### src/rtl/cbs_pkg.sv
// Package: shared state encoding and register offsets for the cartridge
// bus timing sequencer. Offsets are byte offsets within the block window.
package cbs_pkg;

    typedef enum logic [2:0] {
        ST_IDLE,
        ST_ADDR_HI,
        ST_ADDR_LO,
        ST_LATENCY,
        ST_STROBE,
        ST_RELEASE
    } cbs_state_e;

    localparam int OFS_LATENCY = 'h24;
    localparam int OFS_PULSE   = 'h28;
    localparam int OFS_PAGE    = 'h2C;
    localparam int OFS_RELEASE = 'h30;

    // Page length in bytes is 2^(page field + PAGE_BIAS).
    localparam int PAGE_BIAS   = 2;

    function automatic int max3(input int a, input int b, input int c);
        int m;
        m = (a > b) ? a : b;
        return (m > c) ? m : c;
    endfunction

endpackage

### src/rtl/cbs_regs.sv
// Module: cbs_regs
// Holds the four timing fields and serves combinational reads.
// Assumes: each field fits in REG_DW bits; writes are dropped while lock is high.
module cbs_regs
    import cbs_pkg::*;
#(
    parameter int LAT_W   = 8,
    parameter int PWD_W   = 8,
    parameter int PGS_W   = 4,
    parameter int RLS_W   = 2,
    parameter int REG_AW  = 6,
    parameter int REG_DW  = 32,
    parameter int LAT_RST = 3,
    parameter int PWD_RST = 4,
    parameter int PGS_RST = 7,
    parameter int RLS_RST = 3
) (
    input  logic              clk,
    input  logic              rst_n,
    input  logic              wr_en,
    input  logic              lock,
    input  logic [REG_AW-1:0] addr,
    input  logic [REG_DW-1:0] wdata,
    output logic [REG_DW-1:0] rdata,
    output logic [LAT_W-1:0]  lat_o,
    output logic [PWD_W-1:0]  pwd_o,
    output logic [PGS_W-1:0]  pgs_o,
    output logic [RLS_W-1:0]  rls_o
);

    logic sel_lat, sel_pwd, sel_pgs, sel_rls;
    logic wr_ok;
    logic unused_wdata;

    // Decode the offset into one select per field.
    always_comb begin
        sel_lat = (addr == REG_AW'(OFS_LATENCY));
        sel_pwd = (addr == REG_AW'(OFS_PULSE));
        sel_pgs = (addr == REG_AW'(OFS_PAGE));
        sel_rls = (addr == REG_AW'(OFS_RELEASE));
        wr_ok   = wr_en && !lock;
    end

    assign unused_wdata = ^wdata;

    // Field storage with reset defaults; writes gated by the lock.
    always_ff @(posedge clk) begin
        if (!rst_n) begin
            lat_o <= LAT_W'(LAT_RST);
            pwd_o <= PWD_W'(PWD_RST);
            pgs_o <= PGS_W'(PGS_RST);
            rls_o <= RLS_W'(RLS_RST);
        end else if (wr_ok) begin
            if (sel_lat) lat_o <= wdata[LAT_W-1:0];
            if (sel_pwd) pwd_o <= wdata[PWD_W-1:0];
            if (sel_pgs) pgs_o <= wdata[PGS_W-1:0];
            if (sel_rls) rls_o <= wdata[RLS_W-1:0];
        end
    end

    // Read mux: zero-extended field, zero for unmapped offsets.
    always_comb begin
        rdata = '0;
        if (sel_lat) rdata = REG_DW'(lat_o);
        if (sel_pwd) rdata = REG_DW'(pwd_o);
        if (sel_pgs) rdata = REG_DW'(pgs_o);
        if (sel_rls) rdata = REG_DW'(rls_o);
    end

endmodule

### src/rtl/cbs_phase_cnt.sv
// Module: cbs_phase_cnt
// A single up-counter shared by all timed phases. It counts from zero and
// flags the cycle in which the count equals the phase limit.
// Assumes: the sequencer clears it on entry to each timed phase.
module cbs_phase_cnt #(
    parameter int CNT_W = 8
) (
    input  logic             clk,
    input  logic             rst_n,
    input  logic             clr,
    input  logic [CNT_W-1:0] limit,
    output logic             last
);

    logic [CNT_W-1:0] cnt_q;

    // Count up each cycle, back to zero on clear.
    always_ff @(posedge clk) begin
        if (!rst_n) begin
            cnt_q <= '0;
        end else if (clr) begin
            cnt_q <= '0;
        end else begin
            cnt_q <= cnt_q + CNT_W'(1);
        end
    end

    // Terminal-count compare.
    assign last = (cnt_q == limit);

endmodule

### src/rtl/cbs_addr_gen.sv
// Module: cbs_addr_gen
// Running byte address: loaded at start, advanced one word per strobe, and
// flags when it sits on a page boundary for the programmed page size.
// Assumes: STEP is a power of two; the low alignment bits of the start are dropped.
module cbs_addr_gen
    import cbs_pkg::*;
#(
    parameter int ADDR_W = 32,
    parameter int PGS_W  = 4,
    parameter int STEP   = 2
) (
    input  logic              clk,
    input  logic              rst_n,
    input  logic              load,
    input  logic              step,
    input  logic [ADDR_W-1:0] start_addr,
    input  logic [PGS_W-1:0]  pgs,
    output logic [ADDR_W-1:0] addr,
    output logic              at_boundary
);

    localparam int ALIGN_W = (STEP > 1) ? $clog2(STEP) : 0;
    localparam logic [ADDR_W-1:0] ALIGN_MASK = ADDR_W'(STEP - 1);

    logic [ADDR_W-1:0] page_mask;
    int                page_shift;

    // Address register: load aligned start, then step per word.
    always_ff @(posedge clk) begin
        if (!rst_n) begin
            addr <= '0;
        end else if (load) begin
            addr <= start_addr & ~ALIGN_MASK;
        end else if (step) begin
            addr <= addr + ADDR_W'(STEP);
        end
    end

    // Build the in-page offset mask and test it against the address.
    always_comb begin
        page_shift = int'(pgs) + PAGE_BIAS;
        for (int i = 0; i < ADDR_W; i++) begin
            page_mask[i] = (i < page_shift);
        end
        at_boundary = ((addr & page_mask) == '0);
    end

endmodule

### src/rtl/cbs_fsm.sv
// Module: cbs_fsm
// Phase sequencer: address high, address low, latency, strobe, release,
// then latency again, a fresh address at a page boundary, or idle.
// Assumes: the phase counter restarts from zero whenever cnt_clr is high.
module cbs_fsm
    import cbs_pkg::*;
#(
    parameter int LEN_W = 16,
    parameter int LAT_W = 8,
    parameter int PWD_W = 8,
    parameter int RLS_W = 2,
    parameter int CNT_W = 8
) (
    input  logic             clk,
    input  logic             rst_n,
    input  logic             start,
    input  logic             is_write,
    input  logic [LEN_W-1:0] len,
    input  logic [LAT_W-1:0] lat,
    input  logic [PWD_W-1:0] pwd,
    input  logic [RLS_W-1:0] rls,
    input  logic             cnt_last,
    input  logic             at_boundary,
    output cbs_state_e       state,
    output logic             cnt_clr,
    output logic [CNT_W-1:0] cnt_limit,
    output logic             addr_load,
    output logic             word_end,
    output logic             wr_mode,
    output logic             busy,
    output logic             done
);

    logic [LEN_W-1:0] words_left;
    logic             timed;

    // Phase transitions, word bookkeeping and the done pulse.
    always_ff @(posedge clk) begin
        if (!rst_n) begin
            state      <= ST_IDLE;
            words_left <= '0;
            wr_mode    <= 1'b0;
            done       <= 1'b0;
        end else begin
            done <= 1'b0;
            case (state)
                ST_IDLE: begin
                    if (start) begin
                        if (len == '0) begin
                            done <= 1'b1;
                        end else begin
                            state      <= ST_ADDR_HI;
                            words_left <= len;
                            wr_mode    <= is_write;
                        end
                    end
                end
                ST_ADDR_HI: state <= ST_ADDR_LO;
                ST_ADDR_LO: state <= ST_LATENCY;
                ST_LATENCY: begin
                    if (cnt_last) state <= ST_STROBE;
                end
                ST_STROBE: begin
                    if (cnt_last) begin
                        state      <= ST_RELEASE;
                        words_left <= words_left - LEN_W'(1);
                    end
                end
                ST_RELEASE: begin
                    if (cnt_last) begin
                        if (words_left == '0) begin
                            state <= ST_IDLE;
                            done  <= 1'b1;
                        end else if (at_boundary) begin
                            state <= ST_ADDR_HI;
                        end else begin
                            state <= ST_LATENCY;
                        end
                    end
                end
                default: state <= ST_IDLE;
            endcase
        end
    end

    // Select the limit of the current timed phase and control the counter.
    always_comb begin
        timed = (state == ST_LATENCY) || (state == ST_STROBE) || (state == ST_RELEASE);
        case (state)
            ST_LATENCY: cnt_limit = CNT_W'(lat);
            ST_STROBE:  cnt_limit = CNT_W'(pwd);
            ST_RELEASE: cnt_limit = CNT_W'(rls);
            default:    cnt_limit = '0;
        endcase
        cnt_clr   = !timed || cnt_last;
        addr_load = (state == ST_IDLE) && start && (len != '0);
        word_end  = (state == ST_STROBE) && cnt_last;
        busy      = (state != ST_IDLE);
    end

endmodule

### src/rtl/cart_bus_seq.sv
// Module: cart_bus_seq (top)
// Sequences cartridge bus transfers: two address latch cycles, then per word
// a latency wait, a strobe pulse and a release wait, re-latching the address
// at page boundaries. Bus pins are decoded from the phase state.
// Assumes: ADDR_W is twice BUS_W; wr_data is held by its source until word_ack.
module cart_bus_seq
    import cbs_pkg::*;
#(
    parameter int ADDR_W = 32,
    parameter int BUS_W  = 16,
    parameter int LEN_W  = 16,
    parameter int LAT_W  = 8,
    parameter int PWD_W  = 8,
    parameter int PGS_W  = 4,
    parameter int RLS_W  = 2,
    parameter int REG_AW = 6,
    parameter int REG_DW = 32
) (
    input  logic              clk,
    input  logic              rst_n,
    input  logic              reg_wr_en,
    input  logic [REG_AW-1:0] reg_addr,
    input  logic [REG_DW-1:0] reg_wdata,
    output logic [REG_DW-1:0] reg_rdata,
    input  logic              cmd_start,
    input  logic              cmd_write,
    input  logic [ADDR_W-1:0] cmd_addr,
    input  logic [LEN_W-1:0]  cmd_len,
    output logic              busy,
    output logic              done,
    input  logic [BUS_W-1:0]  wr_data,
    output logic [BUS_W-1:0]  rd_data,
    output logic              word_ack,
    output logic [BUS_W-1:0]  bus_ad_out,
    output logic              bus_ad_oe,
    input  logic [BUS_W-1:0]  bus_ad_in,
    output logic              bus_ale_hi,
    output logic              bus_ale_lo,
    output logic              bus_rd_n,
    output logic              bus_wr_n
);

    localparam int CNT_W     = max3(LAT_W, PWD_W, RLS_W);
    localparam int WORD_STEP = BUS_W / 8;

    logic [LAT_W-1:0]  lat_q;
    logic [PWD_W-1:0]  pwd_q;
    logic [PGS_W-1:0]  pgs_q;
    logic [RLS_W-1:0]  rls_q;
    cbs_state_e        state;
    logic              cnt_clr;
    logic [CNT_W-1:0]  cnt_limit;
    logic              cnt_last;
    logic              addr_load;
    logic              word_end;
    logic              wr_mode;
    logic              at_boundary;
    logic [ADDR_W-1:0] cur_addr;
    logic              in_strobe;

    cbs_regs #(
        .LAT_W (LAT_W),
        .PWD_W (PWD_W),
        .PGS_W (PGS_W),
        .RLS_W (RLS_W),
        .REG_AW(REG_AW),
        .REG_DW(REG_DW)
    ) u_regs (
        .clk  (clk),
        .rst_n(rst_n),
        .wr_en(reg_wr_en),
        .lock (busy),
        .addr (reg_addr),
        .wdata(reg_wdata),
        .rdata(reg_rdata),
        .lat_o(lat_q),
        .pwd_o(pwd_q),
        .pgs_o(pgs_q),
        .rls_o(rls_q)
    );

    cbs_phase_cnt #(
        .CNT_W(CNT_W)
    ) u_cnt (
        .clk  (clk),
        .rst_n(rst_n),
        .clr  (cnt_clr),
        .limit(cnt_limit),
        .last (cnt_last)
    );

    cbs_addr_gen #(
        .ADDR_W(ADDR_W),
        .PGS_W (PGS_W),
        .STEP  (WORD_STEP)
    ) u_addr (
        .clk        (clk),
        .rst_n      (rst_n),
        .load       (addr_load),
        .step       (word_end),
        .start_addr (cmd_addr),
        .pgs        (pgs_q),
        .addr       (cur_addr),
        .at_boundary(at_boundary)
    );

    cbs_fsm #(
        .LEN_W(LEN_W),
        .LAT_W(LAT_W),
        .PWD_W(PWD_W),
        .RLS_W(RLS_W),
        .CNT_W(CNT_W)
    ) u_fsm (
        .clk        (clk),
        .rst_n      (rst_n),
        .start      (cmd_start),
        .is_write   (cmd_write),
        .len        (cmd_len),
        .lat        (lat_q),
        .pwd        (pwd_q),
        .rls        (rls_q),
        .cnt_last   (cnt_last),
        .at_boundary(at_boundary),
        .state      (state),
        .cnt_clr    (cnt_clr),
        .cnt_limit  (cnt_limit),
        .addr_load  (addr_load),
        .word_end   (word_end),
        .wr_mode    (wr_mode),
        .busy       (busy),
        .done       (done)
    );

    // Decode bus pins from the phase state.
    always_comb begin
        in_strobe  = (state == ST_STROBE);
        bus_ale_hi = (state == ST_ADDR_HI);
        bus_ale_lo = (state == ST_ADDR_LO);
        bus_rd_n   = !(in_strobe && !wr_mode);
        bus_wr_n   = !(in_strobe && wr_mode);
        bus_ad_oe  = bus_ale_hi || bus_ale_lo || (in_strobe && wr_mode);
        if (bus_ale_hi) begin
            bus_ad_out = cur_addr[ADDR_W-1 -: BUS_W];
        end else if (bus_ale_lo) begin
            bus_ad_out = cur_addr[BUS_W-1:0];
        end else if (in_strobe && wr_mode) begin
            bus_ad_out = wr_data;
        end else begin
            bus_ad_out = '0;
        end
    end

    // Capture read data at the end of a read strobe and acknowledge each word.
    always_ff @(posedge clk) begin
        if (!rst_n) begin
            rd_data  <= '0;
            word_ack <= 1'b0;
        end else begin
            word_ack <= word_end;
            if (word_end && !wr_mode) begin
                rd_data <= bus_ad_in;
            end
        end
    end

endmodule

### config.mk
export PLATFORM = sky130hd
export DESIGN_NAME = cart_bus_seq
export DESIGN_NICKNAME = d
export VERILOG_FILES = /design/src/rtl/cbs_pkg.sv /design/src/rtl/cbs_regs.sv /design/src/rtl/cbs_phase_cnt.sv /design/src/rtl/cbs_addr_gen.sv /design/src/rtl/cbs_fsm.sv /design/src/rtl/cart_bus_seq.sv
export SDC_FILE = /design/constraint.sdc
export NUM_CORES = 1
export LEC_CHECK = 0
export CAP_MARGIN = 20
export CORE_MARGIN = 1
export CORE_UTILIZATION = 59
export CTS_BUF_LIST = sky130_fd_sc_hd__clkbuf_4
export CTS_CLUSTER_DIAMETER = 120
export CTS_CLUSTER_SIZE = 28
export DETAILED_ROUTE_END_ITERATION = 6
export DONT_BUFFER_PORTS = 1
export GPL_TIMING_DRIVEN = 0
export HOLD_SLACK_MARGIN = 0.15
export PLACE_DENSITY = 0.84
export SLEW_MARGIN = 0
export SYNTH_ARGS = -nofsm -noshare
export SYNTH_HDL_FRONTEND = slang
export SYNTH_SLANG_ARGS = --single-unit
### constraint.sdc
create_clock -name clk -period 3.4 [get_ports clk]
set_input_delay 0 -clock clk [delete_from_list [all_inputs] [get_ports clk]]
set_output_delay 0 -clock clk [all_outputs]
set_load 0.05 [all_outputs]
After elaboration in Yosys (flattened, before gate mapping)
Cells that the tools add are included.

cells by class
  multiplexer cells = 27
  equal/unequal tests = 15
  bitwise logic cells = 3
  reduce and logical (&&, ||, !) cells = 34
  $lt $le $gt $ge = 32
  add/subtract/negate cells = 4

operators with widths
  kind                                                        number
  less-than comparator 6 x 32 -> 1 bit, first input constant  16
  less-than comparator 5 x 32 -> 1 bit, first input constant  8
  less-than comparator 4 x 32 -> 1 bit, first input constant  4
  two-way mux 16 bit                                          6
  less-than comparator 3 x 32 -> 1 bit, first input constant  2
  two-way mux 32 bit                                          2
  adder 32 x 2 -> 32 bit, second input constant               1
  bitwise AND 32 bit                                          1
  logical NOT 16 bit                                          2
  logical NOT 32 bit                                          1
  less-than comparator 1 x 32 -> 1 bit, first input constant  1
  less-than comparator 2 x 32 -> 1 bit, first input constant  1
  two-way mux 8 bit                                           4
  one-hot mux 16 bit (2 select lines)                         1
  == test 6 bit, second input constant                        4
  one-hot mux 8 bit (3 select lines)                          1
  two-way mux 3 bit                                           6
  one-hot mux 3 bit (6 select lines)                          1
  nonzero test 16 bit                                         1
  subtractor 16 x 1 -> 16 bit, second input constant          1
  adder 8 x 1 -> 8 bit, second input constant                 1
  == test 8 bit                                               1
  AND reduction 2 bit                                         4
  logical AND 1 bit                                           7
  19 further kinds                                            38

word-level totals
  register bits = 100
  input bits = 123
  logic and storage cells = 128
  output and inout bits = 72

Logic depth before layout (Yosys ltp)
  word-level depth = 8
  mapped depth = 12
  depth with buffers taken out = 9

Hierarchy
A second synthesis with hierarchy kept.

unflattened totals
  cell total of the unflattened synthesis = 764
  area, all modules = 6198.4 sq um

by module, submodules not included
  module         times used  sequential area each (sq um)  area an instance (sq um)  cells an instance
  cbs_addr_gen   1           620.6                         2029.4                    255
  cbs_fsm        1           420.4                         1436.4                    183
  cbs_regs       1           440.4                         1313.8                    144
  cart_bus_seq   1           340.3                         1007.2                    134
  cbs_phase_cnt  1           160.2                         411.6                     48

Worst setup path before layout
OpenSTA, ideal clock, no wires.

  kind = reg-to-reg
  start = reg u_fsm.state[0]
  end = reg rd_data[4]
  cell stages (with the launch flop) = 12
  arrival time = 2.370 ns
  data required time = 3.272 ns
  clock period less this slack = 2.497 ns
  library setup time = 0.128 ns
  setup slack = 0.903 ns
  path buffers = 5
  cell sequence = dfxtp_1 > buf_6 > buf_2 > nor2_1 > and2_1 > clkbuf_1 > nand2b_1 > nand2b_1 > buf_2 > buf_2 > mux2i_1 > nor2_1

on the way
  cells in the longest elaborated chain, start to end = 5
  elaborated cells between the ends (all ways) = 7
  those cells by class = eq/ne (4); mux (1); reduce/logical (2)

ends and longest elaborated chain
  what                                         RTL line             RTL
  from (decl)                                  cbs_fsm.sv:24        output cbs_state_e state,
  from (signal assigned)                       cbs_fsm.sv:40        state <= ST_IDLE;
  from (signal assigned)                       cbs_fsm.sv:52        state <= ST_ADDR_HI;
  from (signal assigned)                       cbs_fsm.sv:58        ST_ADDR_HI: state <= ST_ADDR_LO;
  == test 3 bit, or another cell as far along  cbs_fsm.sv:89        case (state)
  one-hot mux 8 bit (3 select lines)           cbs_fsm.sv:89
  == test 8 bit                                cbs_phase_cnt.sv:29  assign last = (cnt_q == limit);
  logical AND 1 bit (*)                        cbs_fsm.sv:97        word_end = (state == ST_STROBE) && cnt_last;
  logical AND 1 bit (*)                        cart_bus_seq.sv:160  if (word_end && !wr_mode) begin
  to (signal assigned)                         cart_bus_seq.sv:161  rd_data <= bus_ad_in;
  to (decl)                                    cart_bus_seq.sv:32   output logic [BUS_W-1:0] rd_data,

Mark *: on every way between the ends. The rest lies on a longest branch, timed or not.
A chain may end at the register's enable or synchronous reset.

Worst setup path in the final report
  start = reg u_fsm.state[0]
  end = reg u_addr.addr[3]

on the way
  cells in the longest elaborated chain, start to end = 5
  elaborated cells between the ends (all ways) = 11
  those cells by class = eq/ne (4); mux (2); reduce/logical (5)

ends and longest elaborated chain
  what                                         RTL line             RTL
  == test 3 bit, or another cell as far along  cbs_fsm.sv:89
  one-hot mux 8 bit (3 select lines)           cbs_fsm.sv:89
  == test 8 bit                                cbs_phase_cnt.sv:29
  logical AND 1 bit                            cbs_fsm.sv:97
  nonzero test 2 bit (no source line)          n/a
  to (signal assigned)                         cbs_addr_gen.sv:33   addr <= start_addr & ~ALIGN_MASK;
  to (signal assigned)                         cbs_addr_gen.sv:35   addr <= addr + ADDR_W'(STEP);
  to (decl)                                    cbs_addr_gen.sv:18   output logic [ADDR_W-1:0] addr,

Parallel ways exist; a longest one is shown, timed or not.

==> summary.txt <==
Clocking
  – Clock Root Buffer: clkbuf_4
  – Sinks on Clock Net: 99
  – Clock network latency to the later pin of the worst-skew pair: 0.48 ns
  – CTS tree: built
  – Maximum clock path buffer count: 2
  – TritonCTS buffer count: 9
  – H-tree depth: 3
  – Clock-pin slew of the registers on the worst-case setup and hold paths: 0.15 ns
  – Postcts setup bufs: 0

Run
  – Number of violations of the max-capacitance limit: 0

Detailed routing
  – Detailed-routed wire length on met3: 2270 um
  – Met2 Routed Length: 9740 um
  – Pre-Repair DR Iteration Count: 7
  – DR vias/cell: 6.51
  – # DRC: 0
  – Final WL: 20600 um
  – Final ANT Viol Nets: 0
  – Routed wirelength normalized by instance count: 19.6 um
  – Topmost layer with routed signal wires: met4
  – Detailed router's first-iteration violation count: 816
  – Routed metal-1 wirelength: 7550 um
  – Via total after detailed routing: 6823

Finish
  – N_diodes: 0
  – Filler instances: 713
  – Relative area change from synthesis to final layout: 22.7%
  – Fin util: 75.2%
  – Area of the multi-input gates: 3660 um^2
  – Layout cell share with drive strength beyond 1: 7.76%
  – # nets final: 1038
  – Most common cell after layout, fill and taps aside: dfxtp_1
  – Post-route cell area: 7420 um^2
  – Final instance count without filler cells: 1048
  – Area used by sequential logic in the layout: 1980 um^2
  – Leading cell types in the layout, fill and taps excluded: dfxtp_1, dlygate4sd3_1, nor2_1, nand2_1, a21oi_1

Critical path
  – Cell with the largest stage delay on the worst path: dlygate4sd3_1
  – Endpoint type of the worst setup path: register
  – Worst path required time: 3.83 ns
  – Largest stage delay, worst path: 0.57 ns
  – Worst path cell trace: mux2_2 > a221o_1 > a311oi_2 > and4_1 > buf_2 > buf_4 > nand3_1 > a311oi_1 > dlygate4sd3_1
  – Largest delay share family, worst path: buffers and inverters
  – Crit Reg-Reg Startpoint: u_fsm.state[0]
  – Highest net fanout along the worst path: 10
  – Critical path start-end classification: register to register
  – Timing startpoint of the critical path: u_fsm.state[0]
  – Worst setup slack for register-to-register paths: 0.19 ns
  – Depth of the most critical reg-to-reg path: 9
  – Endpoint arrival time on the critical path: 3.64 ns
  – Critical Path Start Type: register
  – Worst r2r dst: u_addr.addr[3]
  – Count of buffer and inverter cells on the critical path: 3

Power and ir drop
  – Pwr/cell area: 383 nW/um^2
  – Worst vdd rail ir drop: 0.000335 V
  – Total leakage power: 2.89 nW

Synth
  – Number of unique standard cell types used by synthesis: 65
  – Mean area per synthesized cell: 7.73 um^2
  – Top post-synthesis cells by area: dfxtp_1, a21oi_1, nor2_1
  – Synth Register Bits: 99
  – Number of flops mapped to enable cells by yosys: 0
  – Ys Warns: 0
  – Area share of the leading cell type in the synthesized netlist: 32.8%
  – Area of the mapped netlist: 6050 um^2
  – Sequential-to-total area share from yosys stat: 32.8%
  – Primary FF master, synth: dfxtp_1
  – Share of flip-flops with an asynchronous set or reset: 0%
  – Post-synthesis cell type with the largest combined area: dfxtp_1
  – Post-synthesis instance total: 782

Floorplanning
  – Overall die area: 10700 um^2
  – Die Ht: 103 um
  – Initial core utilization: 61.3%
  – Horizontal die dimension: 103 um
  – Total number of placement rows: 36
  – Floorplan core area: 9860 um^2
  – I/O pin count: 195

Global route
  – First-pass GRT wire length: 31400 um
  – Congestion Overflow GR: 0
  – Via count of the first global-routing pass: 6363
  – Number of antenna violations at the first check in global routing: 0
  – Largest net degree at the start of global routing: 17
  – GRT Overall Usage: 38.8%

STA
  – Final clock period utilization by the worst path: 94.3%
  – Max Freq: 0.312 GHz
  – Transition time at the pin with the least slew margin: 0.955 ns
  – Relative max-transition margin: 36.1%
  – Number of endpoints with negative hold slack in the final report: 0
  – Count of endpoints failing setup in the final report: 0
  – Final min period: 3.21 ns
  – Worst-case clock skew: 0.0147 ns
  – Slew Limit Fails: 0
  – Post-Route Setup TNS: 0 ns
  – Final-layout worst hold slack: 0.200 ns

Worst hold path
  – Launch point of the worst hold path: bus_ad_in[13]
  – Class of the tightest hold or removal check: input pin to register
  – Worst Hold Endpoint: rd_data[13]
  – Hold-critical path depth: 3

Placement
  – Half-perimeter wire length after placement: 13700 um
  – Placed Area: 6300 um^2
  – Inst Count DP: 938
  – Port Buffer Count: 0
  – RePlAce Congestion: 0.985

Outcome
  – Outcome: finished clean
## cell type report
cell class              instances  share of cell area (%)
plain buffers                  80                    5.69
clock buffers                   9                   0.911
clock inverters                 7                    1.21
inverters                      23                    1.16
multi-input cells             603                    49.4
flip-flops and latches         99                    26.7
well taps                     133                    2.24
repair buffers                 94                    12.7
## through the flow
step                total power [W]  worst slack [ns]
floorplan                   0.00187             0.903
global placement            0.00200             0.516
finish                      0.00284             0.194
global route                0.00295         -0.000286
CTS                         0.00280           0.00565
detailed placement          0.00202             0.412
## cells by family (layout without fill, tap and decap cells)
| logic type | after synthesis | after routing | synth area share [%] |
|---|---|---|---|
| buffers and inverters | 103 | 213 | 8.28 |
| AOI/OAI and AO/OA | 198 | 198 | 21.3 |
| other | 1 | 24 | 0.0620 |
| adders and majority gates | 6 | 6 | 1.20 |
| xor gates and xnor gates | 38 | 38 | 5.50 |
| muxes | 24 | 24 | 4.06 |
| and+or+nand+nor | 313 | 313 | 26.8 |
| DFF | 99 | 99 | 32.8 |
## worst max path at each step
stage / cells after the start / slack, ns / end
floorplan: 11 / 0.90 / rd_data[4]
global placement: 10 / 0.52 / u_fsm.words_left[0]
detailed placement: 10 / 0.41 / u_fsm.words_left[0]
CTS: 7 / 0.006 / bus_ad_out[1]
global route: 11 / -0.0003 / u_addr.addr[3]
finish: 9 / 0.19 / u_addr.addr[3]
## repair_timing
item | CTS | global route
setup endpoints to repair | 0 | 12
hold endpoints to repair | 89 | 0
gates resized for setup | 0 | 14
hold buffers | 94 | 0
## where the power goes
| group | internal, W | total (W) | switching [W] |
|---|---|---|---|
| clock network | 0.000296 | 0.000707 | 0.000411 |
| logic | 0.000282 | 0.000783 | 0.000502 |
| registers | 0.00123 | 0.00135 | 0.000118 |
## tightest hold or removal path: stages
cell and delay [ns]:
dlygate4sd3_1 0.53, mux2i_1 0.06, nor2_1 0.07
## sequential cells by signal, summed over array words and instances (netlist names), 3 cells and up
| signal | count |
|---|---|
| u_cnt.cnt_q | 8 |
| u_addr.addr | 31 |
| u_regs.lat_o | 8 |
| u_fsm.words_left | 16 |
| rd_data | 16 |
| u_regs.pwd_o | 8 |
| u_fsm.state | 3 |
| u_regs.pgs_o | 4 |
## per-layer routing
metal | global-route usage [%] | vias up
met2 | 61.5 | 505
met3 | 10.1 | 127
met4 | 21.9 | 0
met5 | 0 | -
met1 | 48.0 | 3130
li1 | - | 3061
## cells in the mapped netlist, types with 6 or more instances
cell      instances
xnor2_1          27
o21ai_0          44
dfxtp_1          99
nand4_1          10
a21oi_1          65
nor2b_1           7
buf_2             7
a311oi_1          6
clkbuf_1         47
buf_4            24
nor4_1           13
a22oi_1          20
inv_1            23
nor2_1           74
nand2_1          73
nor3_1           21
a31oi_1           6
and3_1           17
mux2i_1          20
nand3_1          53
xor2_1           11
Note: power is estimated with default switching activity, not from simulation.
